## src/rtl/secmap_pkg.sv

```systemverilog
package secmap_pkg;

    // Word offsets (byte offset / 4) inside the 4 KiB window
    localparam logic [9:0] WO_CTRL  = 10'h000;
    localparam logic [9:0] WO_COUNT = 10'h004;
    localparam logic [9:0] WO_BCFG  = 10'h005;
    localparam logic [9:0] WO_PTR   = 10'h006;
    localparam logic [9:0] WO_DATA  = 10'h007;
    localparam logic [9:0] WO_STAT  = 10'h008;
    localparam logic [9:0] WO_CLR   = 10'h009;
    localparam logic [9:0] WO_EN    = 10'h00A;
    localparam logic [9:0] WO_INFO1 = 10'h00B;
    localparam logic [9:0] WO_INFO2 = 10'h00C;
    localparam logic [9:0] WO_SET   = 10'h00D;
    localparam logic [9:0] WO_ID_LO = 10'h3F4;

    // Control bit positions
    localparam int unsigned CB_RESP = 4;
    localparam int unsigned CB_STEP = 8;
    localparam int unsigned CB_LOCK = 31;

    typedef struct packed {
        logic lock;
        logic step;
        logic resp;
    } ctrl_t;

    typedef struct packed {
        logic       ctrl;
        logic       count;
        logic       bcfg;
        logic       ptr;
        logic       data;
        logic       stat;
        logic       clr;
        logic       en;
        logic       info1;
        logic       info2;
        logic       set;
        logic       id;
        logic [3:0] id_num;
    } sel_t;

    function automatic logic [31:0] ctrl_word(input ctrl_t c);
        logic [31:0] w;
        w          = '0;
        w[CB_RESP] = c.resp;
        w[CB_STEP] = c.step;
        w[CB_LOCK] = c.lock;
        return w;
    endfunction

    function automatic logic [31:0] lane_mask(input logic [3:0] s);
        return {{8{s[3]}}, {8{s[2]}}, {8{s[1]}}, {8{s[0]}}};
    endfunction

    function automatic logic [31:0] id_word(input logic [3:0] n);
        return {24'h0, 8'h3C ^ (8'h11 * {4'h0, n})};
    endfunction

endpackage

```

## src/rtl/secmap_decode.sv

```systemverilog
module secmap_decode
    import secmap_pkg::*;
(
    input  logic       valid_i,
    input  logic [9:0] waddr_i,
    input  logic       secure_i,
    output sel_t       sel_o
);

    logic allowed;

    always_comb begin
        allowed = valid_i && (secure_i || (waddr_i >= WO_ID_LO));
        sel_o        = '0;
        sel_o.id_num = 4'(waddr_i - WO_ID_LO);
        if (allowed) begin
            case (waddr_i)
                WO_CTRL:  sel_o.ctrl  = 1'b1;
                WO_COUNT: sel_o.count = 1'b1;
                WO_BCFG:  sel_o.bcfg  = 1'b1;
                WO_PTR:   sel_o.ptr   = 1'b1;
                WO_DATA:  sel_o.data  = 1'b1;
                WO_STAT:  sel_o.stat  = 1'b1;
                WO_CLR:   sel_o.clr   = 1'b1;
                WO_EN:    sel_o.en    = 1'b1;
                WO_INFO1: sel_o.info1 = 1'b1;
                WO_INFO2: sel_o.info2 = 1'b1;
                WO_SET:   sel_o.set   = 1'b1;
                default:  sel_o.id    = (waddr_i >= WO_ID_LO);
            endcase
        end
    end

endmodule

```

## src/rtl/secmap_map_store.sv

```systemverilog
module secmap_map_store #(
    parameter int unsigned WORDS = 5,
    parameter int unsigned IDX_W = 3
) (
    input  logic                 clk_i,
    input  logic                 rst_ni,
    input  logic                 wr_en_i,
    input  logic [IDX_W-1:0]     wr_idx_i,
    input  logic [31:0]          wr_data_i,
    input  logic [IDX_W-1:0]     rd_idx_i,
    output logic [31:0]          rd_data_o,
    output logic [WORDS*32-1:0]  map_o
);

    logic [31:0] word_q [WORDS];

    for (genvar g = 0; g < WORDS; g++) begin : g_word
        logic [31:0] word_d;

        always_comb begin
            word_d = word_q[g];
            if (wr_en_i && (wr_idx_i == IDX_W'(g))) begin
                word_d = wr_data_i;
            end
        end

        always_ff @(posedge clk_i or negedge rst_ni) begin
            if (!rst_ni) begin
                word_q[g] <= '0;
            end else begin
                word_q[g] <= word_d;
            end
        end

        assign map_o[g*32 +: 32] = word_q[g];
    end

    assign rd_data_o = word_q[rd_idx_i];

endmodule

```

## src/rtl/secmap_irq_ctl.sv

```systemverilog
module secmap_irq_ctl (
    input  logic        clk_i,
    input  logic        rst_ni,
    input  logic        set_req_i,
    input  logic        clr_req_i,
    input  logic        viol_valid_i,
    input  logic [31:0] viol_addr_i,
    input  logic [15:0] viol_master_i,
    input  logic        viol_nonsec_i,
    input  logic        viol_cfg_ns_i,
    output logic        stat_o,
    output logic [31:0] info1_o,
    output logic [31:0] info2_o
);

    typedef struct packed {
        logic        stat;
        logic [31:0] info1;
        logic [17:0] info2;
    } irq_st_t;

    irq_st_t st_d, st_q;

    always_comb begin
        st_d = st_q;
        if (clr_req_i) begin
            st_d.stat = 1'b0;
        end
        if (set_req_i) begin
            st_d.stat = 1'b1;
        end
        // a violation outranks a clear in the same cycle
        if (viol_valid_i) begin
            st_d.stat = 1'b1;
            if (!st_q.stat) begin
                st_d.info1 = viol_addr_i;
                st_d.info2 = {viol_cfg_ns_i, viol_nonsec_i, viol_master_i};
            end
        end
    end

    always_ff @(posedge clk_i or negedge rst_ni) begin
        if (!rst_ni) begin
            st_q <= '0;
        end else begin
            st_q <= st_d;
        end
    end

    assign stat_o  = st_q.stat;
    assign info1_o = st_q.info1;
    assign info2_o = {14'h0, st_q.info2};

endmodule

```

## src/rtl/secmap_cfg_regs.sv

```systemverilog
module secmap_cfg_regs
    import secmap_pkg::*;
#(
    parameter int unsigned MAP_WORDS = 5,
    parameter int unsigned BLK_LOG2  = 12
) (
    input  logic                     clk_i,
    input  logic                     rst_ni,
    input  logic                     req_valid_i,
    input  logic                     req_write_i,
    input  logic [9:0]               req_waddr_i,
    input  logic [3:0]               req_strb_i,
    input  logic [31:0]              req_wdata_i,
    input  logic                     req_secure_i,
    output logic [31:0]              rsp_rdata_o,
    input  logic                     viol_valid_i,
    input  logic [31:0]              viol_addr_i,
    input  logic [15:0]              viol_master_i,
    input  logic                     viol_nonsec_i,
    input  logic                     viol_cfg_ns_i,
    output logic [MAP_WORDS*32-1:0]  map_o,
    output logic                     sec_resp_o,
    output logic                     irq_en_o,
    output logic                     irq_o
);

    localparam int unsigned IDX_W     = (MAP_WORDS > 1) ? $clog2(MAP_WORDS) : 1;
    localparam logic [31:0] COUNT_VAL = 32'(MAP_WORDS - 1);
    localparam logic [31:0] BCFG_VAL  = 32'(BLK_LOG2 - 5);
    localparam logic [31:0] WORDS_32  = 32'(MAP_WORDS);

    typedef struct packed {
        ctrl_t             ctrl;
        logic [IDX_W-1:0]  idx;
        logic              en;
        logic [31:0]       rdata;
    } top_st_t;

    top_st_t st_d, st_q;

    sel_t        sel;
    logic [31:0] map_rd;
    logic        stat;
    logic [31:0] info1;
    logic [31:0] info2;

    logic [31:0]      mask;
    logic [31:0]      base;
    logic [31:0]      wval;
    logic [31:0]      rword;
    logic [IDX_W-1:0] idx_next;
    logic             full;
    logic             map_we;
    logic             set_req;
    logic             clr_req;

    // signals watched by the bound checker
    logic             lock_q;
    logic [IDX_W-1:0] idx_q;

    secmap_decode u_decode (
        .valid_i  (req_valid_i),
        .waddr_i  (req_waddr_i),
        .secure_i (req_secure_i),
        .sel_o    (sel)
    );

    secmap_map_store #(
        .WORDS (MAP_WORDS),
        .IDX_W (IDX_W)
    ) u_map (
        .clk_i     (clk_i),
        .rst_ni    (rst_ni),
        .wr_en_i   (map_we),
        .wr_idx_i  (st_q.idx),
        .wr_data_i (wval),
        .rd_idx_i  (st_q.idx),
        .rd_data_o (map_rd),
        .map_o     (map_o)
    );

    secmap_irq_ctl u_irq (
        .clk_i         (clk_i),
        .rst_ni        (rst_ni),
        .set_req_i     (set_req),
        .clr_req_i     (clr_req),
        .viol_valid_i  (viol_valid_i),
        .viol_addr_i   (viol_addr_i),
        .viol_master_i (viol_master_i),
        .viol_nonsec_i (viol_nonsec_i),
        .viol_cfg_ns_i (viol_cfg_ns_i),
        .stat_o        (stat),
        .info1_o       (info1),
        .info2_o       (info2)
    );

    always_comb begin
        mask = lane_mask(req_strb_i);
        full = (req_strb_i == 4'hF);

        if (sel.ctrl) begin
            base = ctrl_word(st_q.ctrl);
        end else if (sel.ptr) begin
            base = 32'(st_q.idx);
        end else if (sel.data) begin
            base = map_rd;
        end else begin
            base = '0;
        end
        wval = (base & ~mask) | (req_wdata_i & mask);

        idx_next = (st_q.idx == IDX_W'(MAP_WORDS - 1)) ? '0 : st_q.idx + IDX_W'(1);

        if (sel.ctrl) begin
            rword = ctrl_word(st_q.ctrl);
        end else if (sel.count) begin
            rword = COUNT_VAL;
        end else if (sel.bcfg) begin
            rword = BCFG_VAL;
        end else if (sel.ptr) begin
            rword = 32'(st_q.idx);
        end else if (sel.data) begin
            rword = map_rd;
        end else if (sel.stat) begin
            rword = {31'h0, stat};
        end else if (sel.en) begin
            rword = {31'h0, st_q.en};
        end else if (sel.info1) begin
            rword = info1;
        end else if (sel.info2) begin
            rword = info2;
        end else if (sel.id) begin
            rword = id_word(sel.id_num);
        end else begin
            rword = '0;
        end

        st_d       = st_q;
        st_d.rdata = '0;
        map_we     = 1'b0;
        set_req    = 1'b0;
        clr_req    = 1'b0;

        if (req_write_i) begin
            if (sel.ctrl && !st_q.ctrl.lock) begin
                st_d.ctrl.lock = wval[CB_LOCK];
                st_d.ctrl.step = wval[CB_STEP];
                st_d.ctrl.resp = wval[CB_RESP];
            end
            if (sel.ptr) begin
                st_d.idx = IDX_W'(wval % WORDS_32);
            end
            if (sel.en && !st_q.ctrl.lock) begin
                st_d.en = wval[0];
            end
            map_we  = sel.data && !st_q.ctrl.lock;
            set_req = sel.set && wval[0];
            clr_req = sel.clr && wval[0];
            if (map_we && full && st_q.ctrl.step) begin
                st_d.idx = idx_next;
            end
        end else begin
            st_d.rdata = rword & mask;
            if (sel.data && full && st_q.ctrl.step) begin
                st_d.idx = idx_next;
            end
        end
    end

    always_ff @(posedge clk_i or negedge rst_ni) begin
        if (!rst_ni) begin
            st_q           <= '0;
            st_q.ctrl.step <= 1'b1;
            st_q.en        <= 1'b1;
        end else begin
            st_q <= st_d;
        end
    end

    assign rsp_rdata_o = st_q.rdata;
    assign sec_resp_o  = st_q.ctrl.resp;
    assign irq_en_o    = st_q.en;
    assign irq_o       = stat & st_q.en;
    assign lock_q      = st_q.ctrl.lock;
    assign idx_q       = st_q.idx;

endmodule

```

## config.mk

```make
export PLATFORM = sky130hd
export DESIGN_NAME = secmap_cfg_regs
export DESIGN_NICKNAME = d
export VERILOG_FILES = /design/src/rtl/secmap_pkg.sv /design/src/rtl/secmap_decode.sv /design/src/rtl/secmap_map_store.sv /design/src/rtl/secmap_irq_ctl.sv /design/src/rtl/secmap_cfg_regs.sv
export SDC_FILE = /design/constraint.sdc
export NUM_CORES = 1
export LEC_CHECK = 0
export CORE_MARGIN = 2
export CORE_UTILIZATION = 35
export CTS_BUF_LIST = sky130_fd_sc_hd__clkbuf_4 sky130_fd_sc_hd__clkbuf_8
export DETAILED_ROUTE_END_ITERATION = 7
export SLEW_MARGIN = 20
export SYNTH_ARGS = -nofsm -noshare
export SYNTH_HDL_FRONTEND = slang
export SYNTH_SLANG_ARGS = --single-unit
export TNS_END_PERCENT = 20
```

## constraint.sdc

```tcl
create_clock -name clk_i -period 25.5 [get_ports clk_i]
set_input_delay 5.1 -clock clk_i [delete_from_list [all_inputs] [get_ports clk_i]]
set_output_delay 5.1 -clock clk_i [all_outputs]
set_load 0.03 [all_outputs]
```

==> out/qor.csv <==
stage,metric,value,unit
route,ant_nets,0,
status,status,"finished, final reports clean",
setup_path,crit_buf_inv,5,
route,wirelength,69.7,mm
final_layout,fin_nets,2319,
yosys,synthArstFlopShare,1.00,
grt,grt.overflow.total,0,
sta,relSlewSlack,0.259,
floorplan,num_rows,81,
sta,worstMarginPinSlew,1.11,ns
sta,min_period_over_period,0.828,
grt,use_met1,0.349,
clock_tree,path_clk_slew,0.07,ns
floorplan,die-area,50800,µm²
clock_tree,clk-insertion-delay-late,0.64,ns
grt,grt_max_degree,70,
final_layout,mostFrequentLayoutCells,"295 x clkdlybuf4s50_1, 268 x nand2_1, 246 x dfrtp_1, 196 x o21ai_0, 127 x nor2_1",
clock_tree,cts_root_buf,clkbuf_8,
yosys,ys_top_cells_by_area,"dfrtp_1 36%, nand2_1 5.9%, o21ai_0 5.8%, mux2_2 4.5%, a21oi_1 3.3%",
setup_path,cp_data_arrival_time,21.69,ns
sta,rsz0062_at_grt,no,
yosys,synth_seq_area_share,0.365,
power,p_leak,0.00828,µW
power,max-vdd-ir-drop,0.0489,mV
sta,slew_violations,0,
yosys,ys_ff_latch,250,
final_layout,drive_gt1_frac,0.128,
sta,finalCriticalPeriod,21.12,ns
flow_run,drv_cap,0,
sta,setup_ws,4.38,ns
sta,hold_viol,0,
grt,first_global_vias,16596,
clock_tree,cts-buffers-inserted,46,
floorplan,pin_count,297,
yosys,netlist_instances,1992,
sta,fin_setup_tns,0,ns
clock_tree,cts_tree,yes,
yosys,yosysTopAreaCell,dfrtp_1,
setup_path,worst_path_largest_cell_delay,0.87,ns
floorplan,dieWidth,225,µm
yosys,syn_area,17200,µm²
final_layout,synthToLayoutAreaGrowth,24.7,%
final_layout,multiInputGateArea,9970,µm²
placement,port-buffer-count,296,
yosys,yosysWarnings,0,
floorplan,core_area,48600,µm²
yosys,synth-edff-count,0,
sta,fmax,47.3,MHz
sta,hold_ws,0.503,ns
yosys,netlist.area_leader.share,0.362,
final_layout,layout.area.seq,6260,µm²
sta,finClkSkew,0.0299,ns
grt,grt.busiest_layer,met2,
final_layout,layout_commonest_cell,clkdlybuf4s50_1,
yosys,synth.avg_cell_area,8.61,µm²
placement,post-dp-hpwl,51.3,mm
route,vias_per_cell,6.04,
setup_path,crit_required,26.07,ns
setup_path,cpMaxStageDelayCell,a21oi_1,
clock_tree,cts.repair.resized,0,
grt,use_met3,0.0450,
floorplan,dieHeight,225,µm
route,wl_per_cell,24.4,µm
yosys,synthDistinctLibCells,126,
clock_tree,cts.sinks,250,
clock_tree,htreeDepth,2,
placement,pre_cts_slack,4.04,ns
power,power.density,80.7,nW/µm²
setup_path,path_delay_family,compound AO/OA/AOI/OAI gates,
setup_path,cp-end-kind,flip-flop,
yosys,ys.flop_type,dfrtp_1,
final_layout,fill_cells,4741,
hold_path,hold_class,reg -> reg,
grt,grt_pass1_wl,104,mm
setup_path,start_kind,input port,
placement,place.gp.congestion,0.972,
floorplan,start_util,0.353,
grt,grt_use_total,0.270,
yosys,syn_nets,2110,
setup_path,path_class,in -> reg,
grt,met2_usage,0.447,
route,num_vias,17278,
route,drc,0,
clock_tree,clock_path_buffers,3,
route,drt_iter0_drc,1614,
sta,finalSetupViolCount,0,
clock_tree,holdBufCountCts,0,
route,first_pass_iters,6,
grt,antenna_found_initial,3,
setup_path,cp_common_cell,ha_1,
clock_tree,postCtsSetupRepairBufs,0,
setup_path,path_max_fanout,25,
## kinds of logic (layout without fill, tap and decap cells)
kind of cell,count (synthesis),after routing,share of synthesized area
xor gates and xnor gates,12,12,0.00613
buffers and inverters,200,444,0.0567
AOI/OAI and AO/OA,705,705,0.284
DFF,250,250,0.365
and+or+nand+nor,677,677,0.194
other,0,2,0
adders and majority gates,18,18,0.0130
muxes,130,130,0.0820
## final cells by class
cell class              instances  area share
inverters                      22     0.00386
well taps                     622      0.0364
flip-flops and latches        250       0.293
clock inverters                12     0.00573
repair buffers                339       0.154
multi-input cells            1542       0.466
diodes                          2    0.000234
clock buffers                  71      0.0416
## sequential cells by signal, indices dropped and copies added (netlist names)
signal and count:
u_irq.info1_o 32, lock_q 1, u_irq.info2_o 18, irq_en_o 1, rsp_rdata_o 32, st_q 1, idx_q 3, u_irq.stat_o 1
u_map.map_o 160, sec_resp_o 1
## power breakdown
group | internal, µW | switching [µW] | total (µW)
Combinational | 337 | 548 | 885
Clock | 244 | 186 | 430
Sequential | 406 | 5.73 | 412
Total | 987 | 740 | 1730
## stage by stage
stage	total power (µW)	std cells	instance area, µm²	utilization
final	1730	2860	21400	0.440
after global routing	1830	2860	21400	0.440
after CTS	1720	2858	21400	0.440
after detailed placement	1280	2775	20400	0.419
after global placement	1280	2775	20400	0.419
after floorplan	1100	1992	17200	-
## worst register-to-register path: cells and delay by family (launching register included)
| kind | cells | cell delay, ns |
|---|---|---|
| compound gates | 27 | 8.34 |
| fa+ha+maj | 3 | 0.75 |
| mux | 2 | 0.52 |
| flops | 1 | 0.74 |
| simple gates | 16 | 4.61 |
| xor+xnor | 3 | 0.74 |
| buf+inv | 5 | 1.57 |
## worst paths after layout
path,depth (start not counted),endpoint,from,slack [ns]
worst max-delay path,58,idx_q[1]$_DFFE_PN0P_,req_waddr_i[3],4.38
worst min-delay path,2,u_map.map_o[49]$_DFFE_PN0P_,u_map.map_o[49]$_DFFE_PN0P_,0.50
worst max register to register,56,idx_q[1]$_DFFE_PN0P_,idx_q[1]$_DFFE_PN0P_,8.19
worst min register to register,2,u_map.map_o[49]$_DFFE_PN0P_,u_map.map_o[49]$_DFFE_PN0P_,0.50
max in group asynchronous,3,u_map.map_o[75]$_DFFE_PN0P_,rst_ni,19.05
min in group asynchronous,1,u_irq.info1_o[18]$_DFFE_PN0P_,rst_ni,4.40
## cells in the mapped netlist (all sizes together) (22+ instances only)
library cell,number
nand2,275
mux2i,56
clkbuf,104
dfrtp,248
a21oi,119
a211oi,24
inv,22
and2,23
buf,74
nand3,46
o21a,25
mux2,74
o22ai,22
o21ai,234
nor4,28
nor3,49
nor2,132
## routing by layer
| metal | wire [µm] | vias to the layer above |
|---|---|---|
| met4 | 3170 | 2 |
| met3 | 4770 | 167 |
| li1 | - | 7884 |
| met2 | 32700 | 784 |
| met1 | 29000 | 8441 |
| met5 | 13 | - |
Power figures use the tool's default switching activity.
